[src/rtl/ada_pkg.sv]
package ada_pkg;
  localparam int OP_W  = 8;
  localparam int REG_W = 4;

  typedef struct packed {
    logic [OP_W-1:0]  op;
    logic [REG_W-1:0] src_a;
    logic [REG_W-1:0] src_b;
    logic [REG_W-1:0] dst;
  } uop_t;
endpackage

[src/rtl/ada_uop_gen.sv]
// Synthetic payload lookup: one micro-op from instruction tag and index.
module ada_uop_gen
  import ada_pkg::*;
#(
  parameter int CNT_W = 5
) (
  input  logic [OP_W-1:0]  tag,
  input  logic [CNT_W-1:0] idx,
  output uop_t             uop
);
  logic [OP_W-1:0] k;
  assign k         = OP_W'(idx);
  assign uop.op    = tag + k;
  assign uop.src_a = REG_W'(tag ^ k);
  assign uop.src_b = REG_W'((tag >> REG_W) + k);
  assign uop.dst   = REG_W'(tag + k + k + k);
endmodule

[src/rtl/ada_seq.sv]
// Multi-cycle expander for instructions longer than the general slot.
module ada_seq
  import ada_pkg::*;
#(
  parameter int CNT_W    = 5,
  parameter int GEN_UOPS = 4
) (
  input  logic             clk,
  input  logic             rst,
  input  logic             flush,
  input  logic             advance,
  input  logic             start,
  input  logic [OP_W-1:0]  start_tag,
  input  logic [CNT_W-1:0] start_left,
  output logic             active,
  output logic [OP_W-1:0]  seq_tag,
  output logic [CNT_W-1:0] seq_idx,
  output logic [CNT_W-1:0] seq_left
);
  localparam logic [CNT_W-1:0] STEP = CNT_W'(GEN_UOPS);

  always_ff @(posedge clk) begin
    if (rst || flush) begin
      seq_left <= '0;
      seq_idx  <= '0;
      seq_tag  <= '0;
    end else if (advance) begin
      if (start) begin
        seq_tag  <= start_tag;
        seq_idx  <= STEP;
        seq_left <= start_left;
      end else if (seq_left != '0) begin
        seq_idx  <= seq_idx + STEP;
        seq_left <= (seq_left > STEP) ? seq_left - STEP : '0;
      end
    end
  end

  assign active = (seq_left != '0);

  // every advancing sequencer cycle strictly reduces the remaining count
  assert_seq_drains_R5: assert property (@(posedge clk) disable iff (rst)
    active && advance && !flush && !start |=> seq_left < $past(seq_left));
  // a frozen sequencer keeps its position
  assert_seq_frozen_R7: assert property (@(posedge clk) disable iff (rst)
    !advance && !flush |=> $stable(seq_left) && $stable(seq_idx));
endmodule

[src/rtl/asym_decode_alloc.sv]
module asym_decode_alloc
  import ada_pkg::*;
#(
  parameter int WIN      = 3,
  parameter int CNT_W    = 5,
  parameter int GEN_UOPS = 4,
  localparam int LANES   = GEN_UOPS + WIN - 1,
  localparam int TAKE_W  = $clog2(WIN + 1)
) (
  input  logic                   clk,
  input  logic                   rst,
  input  logic                   flush,
  input  logic                   stall,
  input  logic [WIN-1:0]         win_vld,
  input  logic [WIN*CNT_W-1:0]   win_cnt,
  input  logic [WIN*OP_W-1:0]    win_tag,
  output logic [TAKE_W-1:0]      take_cnt,
  output logic [LANES-1:0]       uop_vld,
  output logic [LANES*OP_W-1:0]  uop_op,
  output logic [LANES*REG_W-1:0] uop_sa,
  output logic [LANES*REG_W-1:0] uop_sb,
  output logic [LANES*REG_W-1:0] uop_dst
);
  localparam logic [CNT_W-1:0] GEN_MAX = CNT_W'(GEN_UOPS);

  logic             seq_act;
  logic [OP_W-1:0]  seq_tag;
  logic [CNT_W-1:0] seq_idx, seq_left;
  logic             seq_start;
  logic [CNT_W-1:0] start_left;
  logic             advance;

  logic [LANES-1:0] lane_vld;
  logic [OP_W-1:0]  lane_tag [LANES];
  logic [CNT_W-1:0] lane_idx [LANES];
  uop_t             lane_uop [LANES];
  logic [WIN-1:0]   grab;
  logic [TAKE_W-1:0] take_d;

  assign advance = !stall && !rst;

  // Steering: program order, general slot first, simple slots chained.
  always_comb begin
    lane_vld   = '0;
    grab       = '0;
    seq_start  = 1'b0;
    start_left = '0;
    take_d     = '0;
    for (int i = 0; i < LANES; i++) begin
      lane_tag[i] = '0;
      lane_idx[i] = '0;
    end
    if (!flush && advance) begin
      if (seq_act) begin
        for (int i = 0; i < GEN_UOPS; i++) begin
          lane_vld[i] = (CNT_W'(i) < seq_left);
          lane_tag[i] = seq_tag;
          lane_idx[i] = seq_idx + CNT_W'(i);
        end
      end else if (win_vld[0]) begin
        grab[0] = 1'b1;
        for (int i = 0; i < GEN_UOPS; i++) begin
          lane_vld[i] = (CNT_W'(i) < win_cnt[0 +: CNT_W]);
          lane_tag[i] = win_tag[0 +: OP_W];
          lane_idx[i] = CNT_W'(i);
        end
        if (win_cnt[0 +: CNT_W] > GEN_MAX) begin
          seq_start  = 1'b1;
          start_left = win_cnt[0 +: CNT_W] - GEN_MAX;
        end else begin
          for (int s = 1; s < WIN; s++) begin
            grab[s] = grab[s-1] && win_vld[s] &&
                      (win_cnt[s*CNT_W +: CNT_W] == CNT_W'(1));
            lane_vld[GEN_UOPS+s-1] = grab[s];
            lane_tag[GEN_UOPS+s-1] = win_tag[s*OP_W +: OP_W];
          end
        end
      end
      for (int s = 0; s < WIN; s++) take_d = take_d + TAKE_W'(grab[s]);
    end
  end

  assign take_cnt = take_d;

  ada_seq #(.CNT_W(CNT_W), .GEN_UOPS(GEN_UOPS)) u_seq (
    .clk(clk), .rst(rst), .flush(flush), .advance(advance),
    .start(seq_start), .start_tag(win_tag[0 +: OP_W]), .start_left(start_left),
    .active(seq_act), .seq_tag(seq_tag), .seq_idx(seq_idx), .seq_left(seq_left)
  );

  for (genvar g = 0; g < LANES; g++) begin : g_lane
    ada_uop_gen #(.CNT_W(CNT_W)) u_gen (
      .tag(lane_tag[g]), .idx(lane_idx[g]), .uop(lane_uop[g])
    );

    always_ff @(posedge clk) begin
      if (!stall || flush || rst) begin
        uop_op [g*OP_W  +: OP_W]  <= lane_uop[g].op;
        uop_sa [g*REG_W +: REG_W] <= lane_uop[g].src_a;
        uop_sb [g*REG_W +: REG_W] <= lane_uop[g].src_b;
        uop_dst[g*REG_W +: REG_W] <= lane_uop[g].dst;
      end
    end
  end

  always_ff @(posedge clk) begin
    if (rst || flush)  uop_vld <= '0;
    else if (!stall)   uop_vld <= lane_vld;
  end

  // stalled bundle is held
  assert_stall_hold_R7: assert property (@(posedge clk) disable iff (rst)
    stall && !flush |=> $stable(uop_vld));
  // flush empties the bundle on the next cycle
  assert_flush_clear_R8: assert property (@(posedge clk) disable iff (rst)
    flush |=> uop_vld == '0);
  // no new instruction enters while the sequencer owns slot 0
  assert_busy_no_take_R5: assert property (@(posedge clk) disable iff (rst)
    seq_act |-> take_cnt == '0);
  // the second simple slot never fills without the first
  assert_simple_chain_R3: assert property (@(posedge clk) disable iff (rst)
    uop_vld[GEN_UOPS+1] |-> uop_vld[GEN_UOPS]);
  // a simple slot implies the general slot was used
  assert_inorder_R4: assert property (@(posedge clk) disable iff (rst)
    uop_vld[GEN_UOPS] |-> uop_vld[0]);
  // general-slot lanes fill contiguously from lane 0
  assert_lane_contig_R2: assert property (@(posedge clk) disable iff (rst)
    1'b1 |-> $onehot0(uop_vld[GEN_UOPS-1:0] ^ (uop_vld[GEN_UOPS-1:0] >> 1)));
endmodule

[config.mk]
export PLATFORM = sky130hd
export DESIGN_NAME = asym_decode_alloc
export DESIGN_NICKNAME = d
export VERILOG_FILES = /design/src/rtl/ada_pkg.sv /design/src/rtl/ada_uop_gen.sv /design/src/rtl/ada_seq.sv /design/src/rtl/asym_decode_alloc.sv
export SDC_FILE = /design/constraint.sdc
export NUM_CORES = 1
export LEC_CHECK = 0
export BUFFER_PORTS_ARGS = -buffer_cell sky130_fd_sc_hd__buf_2
export CORE_ASPECT_RATIO = 1.1
export CORE_UTILIZATION = 46
export DETAILED_ROUTE_END_ITERATION = 10
export MAX_ROUTING_LAYER = met4
export PLACE_DENSITY = 0.83
export SETUP_SLACK_MARGIN = 0.05
export SYNTH_ARGS = -nofsm -noshare
export SYNTH_HDL_FRONTEND = slang
export SYNTH_SLANG_ARGS = --single-unit
[constraint.sdc]
create_clock -name clk -period 5.6 [get_ports clk]
set_input_delay 1.12 -clock clk [delete_from_list [all_inputs] [get_ports clk]]
set_output_delay 1.12 -clock clk [all_outputs]
set_load 0.01 [all_outputs]
# --- After elaboration in Yosys (flattened, before gate mapping) ---
# Index checks and enable logic that the tools add are counted.
op_classes:
  add_sub_neg: 24
  n_lt_le_gt_ge: 10
  eq_ne: 2
  muxes: 30
  bitwise: 4
  reduce_logical: 15
op_table:
  columns: ["operator", "n"]
  rows:
  - ["two-way mux 48 bit", 2]
  - ["adder 4 bit", 12]
  - ["two-way mux 5 bit", 9]
  - ["two-way mux 20 bit", 2]
  - ["adder 8 x 5 -> 8 bit", 4]
  - ["two-way mux 16 bit", 2]
  - ["two-way mux 32 bit", 1]
  - ["less-than comparator 1 x 5 -> 1 bit (first input constant)", 4]
  - ["less-than comparator 2 x 5 -> 1 bit (first input constant)", 4]
  - ["XOR 4 bit", 4]
  - ["two-way mux 6 bit", 2]
  - ["two-way mux 11 bit", 1]
  - ["adder 5 x 2 -> 5 bit (second input constant)", 2]
  - ["== test 5 x 1 -> 1 bit (second input constant)", 2]
  - ["> comparator 5 x 3 -> 1 bit (second input constant)", 2]
  - ["subtractor 5 x 3 -> 5 bit (second input constant)", 2]
  - ["two-way mux 3 bit", 3]
  - ["two-way mux 2 bit", 3]
  - ["adder 5 x 1 -> 5 bit (second input constant)", 1]
  - ["adder 5 x 3 -> 5 bit (second input constant)", 1]
  - ["logical AND 1 bit", 5]
  - ["nonzero test 5 bit", 1]
  - ["two-way mux 1 bit", 4]
  - ["two-way mux 4 bit", 1]
  - ["other kinds (6)", 11]
word_totals:
  regBits: 136
  in_bits: 46

# --- Logic depth before layout (Yosys ltp) ---
depth:
  word_depth: 11
  ltp_mapped: 16
  mapped_depth_nobuf: 13

# --- Cells and area by module ---
# A second synthesis with hierarchy kept.
unflattened:
  cells_unflattened: 655
  hier_area_um2: 7938.9
by_module_without_submodules:
  columns: ["module", "instances", "cells_each", "area_per_inst_um2", "seq_area_each_um2"]
  rows:
  - ["asym_decode_alloc", 1, 259, 4613.2, 3723.6]
  - ["ada_uop_gen at g_lane[2].u_gen ...", 4, 49, 407.9, 0.0]
  - ["ada_uop_gen at g_lane[0].u_gen ...", 2, 52, 449.2, 0.0]
  - ["ada_seq", 1, 96, 795.8, 320.3]

# --- Least setup slack after synthesis ---
# No wires, ideal clock.
synth_path:
  kind: "input to register"
  startpoint: "input port stall"
  endpoint: "register uop_dst[15], data pin"
  setup_ps: 262
  t_arrival_ps: 4223
  required_ps: 5338
  path_slack_ps: 1115
  stages: 12
  path_cell_list: "buf_6 > or3_1 > buf_2 > buf_2 > clkbuf_1 > nor2_1 > ha_1 > fa_1 > ha_1 > fa_1 > xnor2_1 > xnor2_1"
synth_lines:
  columns: ["element", "line", "source"]
  rows:
  - ["start, declared", "asym_decode_alloc.sv:13", "input logic stall,"]
  - ["end signal, assigned by index", "asym_decode_alloc.sv:101", "uop_dst[g*REG_W +: REG_W] <= lane_uop[g].dst;"]
  - ["end, declared", "asym_decode_alloc.sv:22", "output logic [LANES*REG_W-1:0] uop_dst"]

# --- Worst setup path in the final report ---
layout_path:
  startpoint: "input port win_cnt[3]"
  endpoint: "output port take_cnt[0]"
layout_via:
  elab_chain_len: 8
layout_rtl:
  columns: ["element", "line", "source"]
  rows:
  - ["start, declared", "asym_decode_alloc.sv:15", "input logic [WIN*CNT_W-1:0] win_cnt,"]
  - ["> comparator 5 x 3 -> 1 bit (*)", "asym_decode_alloc.sv:67", "if (win_cnt[0 +: CNT_W] > GEN_MAX) begin"]
  - ["two-way mux 2 bit (*)", "asym_decode_alloc.sv:67", null]
  - ["two-way mux 3 bit (*)", "asym_decode_alloc.sv:60", "end else if (win_vld[0]) begin"]
  - ["two-way mux 3 bit (*)", "asym_decode_alloc.sv:54", "if (seq_act) begin"]
  - ["two-way mux 3 bit (*)", "asym_decode_alloc.sv:53", "if (!flush && advance) begin"]
  - ["adder 1 x 1 -> 2 bit", "asym_decode_alloc.sv:79", "for (int s = 0; s < WIN; s++) take_d = take_d + TAKE_W'(grab[s]);"]
  - ["adder 2 x 1 -> 2 bit (*)", "asym_decode_alloc.sv:79", null]
  - ["two-way mux 2 bit (*)", "asym_decode_alloc.sv:53", null]
  - ["end, declared", "asym_decode_alloc.sv:17", "output logic [TAKE_W-1:0] take_cnt,"]
# Every way passes the cells marked *; elsewhere a longest branch is shown, timed or not. The select of a mux whose other input is x is not followed.

==> results.sh <==
export IMPL_total_power_uw=1740
export IMPL_n_antenna_cell=0
export IMPL_async_reset_ff_share_pct=0
export IMPL_drive_above_1_share_pct=33.2
export IMPL_seq_area_frac_synth_pct=50.1
export IMPL_dp_hpwl_um=9800
export IMPL_antenna_found_initial=0
export IMPL_ys_warn_count=0
export IMPL_ant_nets=0
export IMPL_max_vdd_ir_drop_mv=0.136
export IMPL_min_period_ns=4.35
export IMPL_via_per_inst=5.24
export IMPL_grt_first_pass_wirelength_um=20300
export IMPL_criticalPathCategory="primary input to output port"
export IMPL_crit_required_ns=4.48
export IMPL_die_w_um=108
export IMPL_cts_buffer_depth=2
export IMPL_syn_instance_count=502
export IMPL_ys_top_cells_by_area="edfxtp_1 42%, dfxtp_1 7.7%, ha_1 5.9%"
export IMPL_synth_edf_count=81
export IMPL_grt_ovfl_total=0
export IMPL_grt_pass1_vias=3977
export IMPL_drt_iter0_markers=185
export IMPL_clk_latency_ns=0.34
export IMPL_fill_cells=1061
export IMPL_tns_ns=0
export IMPL_drc=0
export IMPL_track_usage_pct=21.2
export IMPL_grt_max_degree=53
export IMPL_place_congestion=0.850
export IMPL_power_clock_fraction_pct=39.4
export IMPL_row_count=42
export IMPL_cts_hold_buffers=0
export IMPL_slew_violations=0
export IMPL_drv_cap=0
export IMPL_cp_end_kind="output port"
export IMPL_switching_share_pct=23.7
export IMPL_initial_core_util_pct=47.4
export IMPL_p_leak_uw=0.00320
export IMPL_p_per_area_mw_per_mm2=257
export IMPL_rsz0062_at_grt="no"
export IMPL_dieArea_mm2=0.0129
export IMPL_ios=174
export IMPL_cts_tree="yes"
export IMPL_clock_sinks=103
export IMPL_netlist_area_mm2=0.00573
export IMPL_io_buffers=173
export IMPL_area_growth_pct=18.2
export IMPL_tightest_slew_ns=1.07
export IMPL_synth_ff_type="edfxtp_1"
export IMPL_clock_skew_ns=0.00793
export IMPL_hold_class="flip-flop to flip-flop"
export IMPL_switchingPower_uw=412
export IMPL_power_frac_comb_pct=10.2
export IMPL_finalHoldViolations=0
export IMPL_path_max_fanout=5
export IMPL_core_area_mm2=0.0121
export IMPL_post_cts_buffers=0
export IMPL_syn_area_per_cell_um2=11.4
export IMPL_p_int_uw=1330
export IMPL_startpoint_type="primary input"
export IMPL_ys_seq_elements=103
export IMPL_status="complete, no violations"
export IMPL_crit_arrival_ns=3.23
export IMPL_setup_viol=0
export IMPL_root_buffer="clkbuf_16"
export IMPL_drt_total_wl_um=13100
export IMPL_hold_slack_ns=0.453
export IMPL_drt_pass1_iter_count=5
export IMPL_nNetsFinal=719
export IMPL_avgRoutedWirePerCell_um=16.5
export IMPL_synth_largest_area_cell="edfxtp_1"
export IMPL_regToRegSetupSlack_ns=1.57
export IMPL_path_clk_slew_ns=0.07
export IMPL_max_freq_ghz=0.230
export IMPL_relSlewSlack_pct=28.5
export IMPL_yosysTopAreaCellShare_pct=42.4
export IMPL_pwr_share_seq_pct=50.4
export IMPL_cts_htree_levels=3
export IMPL_fin_crit_sh_pct=77.7
export IMPL_dieHeight_um=119
export IMPL_synth_cell_types=69
export IMPL_dr_total_vias=4167
export IMPL_cts_resized=0
export IMPL_numCtsBuffers=9
critical path: stages:
cell and delay (ns):
buf_2 0.11, inv_1 0.07, ha_1 0.13, nor3b_1 0.18, o21bai_1 0.19, or3_4 0.45
nor4_4 0.26, fa_1 0.45, and2_1 0.14, buf_2 0.13
per-stage QoR:
stage	util (%)	worst slack [ns]	cells	area, µm²
final	56.1	1.25	795	6780
after global routing	56.1	1.15	795	6780
after floorplan	-	1.12	509	5760
after CTS	56.1	1.23	795	6780
after detailed placement	53.4	1.05	779	6450
after global placement	53.4	1.09	779	6450
final timing paths:
kind              cells after the start                            from                       to
setup / recovery                     10                      win_cnt[3]              take_cnt[0]
hold / removal                        2         uop_vld[2]$_SDFFE_PP0N_  uop_vld[2]$_SDFFE_PP0N_
setup reg to reg                     11  u_seq.seq_left[2]$_SDFFE_PP0P_    uop_dst[15]$_DFFE_PP_
hold reg to reg                       2         uop_vld[2]$_SDFFE_PP0N_  uop_vld[2]$_SDFFE_PP0N_
sequential cells by signal (all words and copies together) (netlist names):
register	count
uop_dst	12
uop_sa	9
u_seq.seq_tag	8
uop_sb	14
u_seq.seq_left	5
uop_vld	6
u_seq.seq_idx	3
uop_op	46
cells in the final DEF, fill, tap and decap left out, drive strengths merged, types with 3 or more instances in the layout:
cell,Yosys,routed
a21o,4,4
dfxtp,22,22
and3,11,11
nor4b,4,4
or3,6,6
a31oi,3,3
a21oi,38,38
ha,27,27
xnor2,32,32
a221oi,3,3
nand2,40,40
conb,2,9
buf,50,178
inv,19,20
nand3,8,8
or2,4,4
a211o,3,3
nor3,8,8
nor2,19,19
fa,10,10
o21ai,17,17
clkbuf,12,9
and2,21,21
nor3b,5,5
xor2,9,9
a211oi,3,3
edfxtp,81,81
kinds of logic (layout without fill, tap and decap cells):
group | after synthesis | in the layout | share of synthesized area, %
DFF | 103 | 103 | 50.1
xor gates and xnor gates | 42 | 42 | 6.68
buffers and inverters | 81 | 213 | 8.34
and+or+nand+nor | 136 | 136 | 13.4
other | 2 | 9 | 0.131
muxes | 4 | 4 | 0.742
AOI/OAI and AO/OA | 95 | 95 | 10.9
adders and majority gates | 39 | 39 | 9.73
Yosys cell counts, drive strengths merged, types with 5 or more instances:
master   n
edfxtp  81
o21ai   17
and2    21
nand2   40
nor3     8
dfxtp   22
clkbuf  12
nor2    19
a21oi   38
xor2     9
nand3    8
buf     50
nor3b    5
and3    11
fa      10
inv     19
xnor2   32
ha      27
or3      6
final cells by class:
class / count / area (µm²) / area share [%]
repair buffers: 178 / 903 / 13.3
clock buffers: 9 / 225 / 3.32
flip-flops and latches: 103 / 2870 / 42.4
well taps: 154 / 193 / 2.84
clock inverters: 7 / 104 / 1.53
multi-input cells: 325 / 2410 / 35.5
inverters: 19 / 72.6 / 1.07
power groups by stage:
stage / Combinational, µW / Clock, µW / Sequential (µW)
finish: 178 / 685 / 876
global route: 197 / 724 / 880
CTS: 179 / 695 / 877
detailed placement: 178 / 0 / 895
global placement: 177 / 0 / 893
floorplan: 92.1 / 0 / 914
metal layers:
layer | share of wire, % | GRT usage [%] | vias up
met2 | 51 | 35.6 | 164
li1 | - | - | 2018
met4 | 2.0 | 6.76 | 0
met3 | 5.9 | 3.45 | 25
met1 | 41 | 25.9 | 1960
met5 | 0 | - | -
Power figures use the tool's default switching activity.
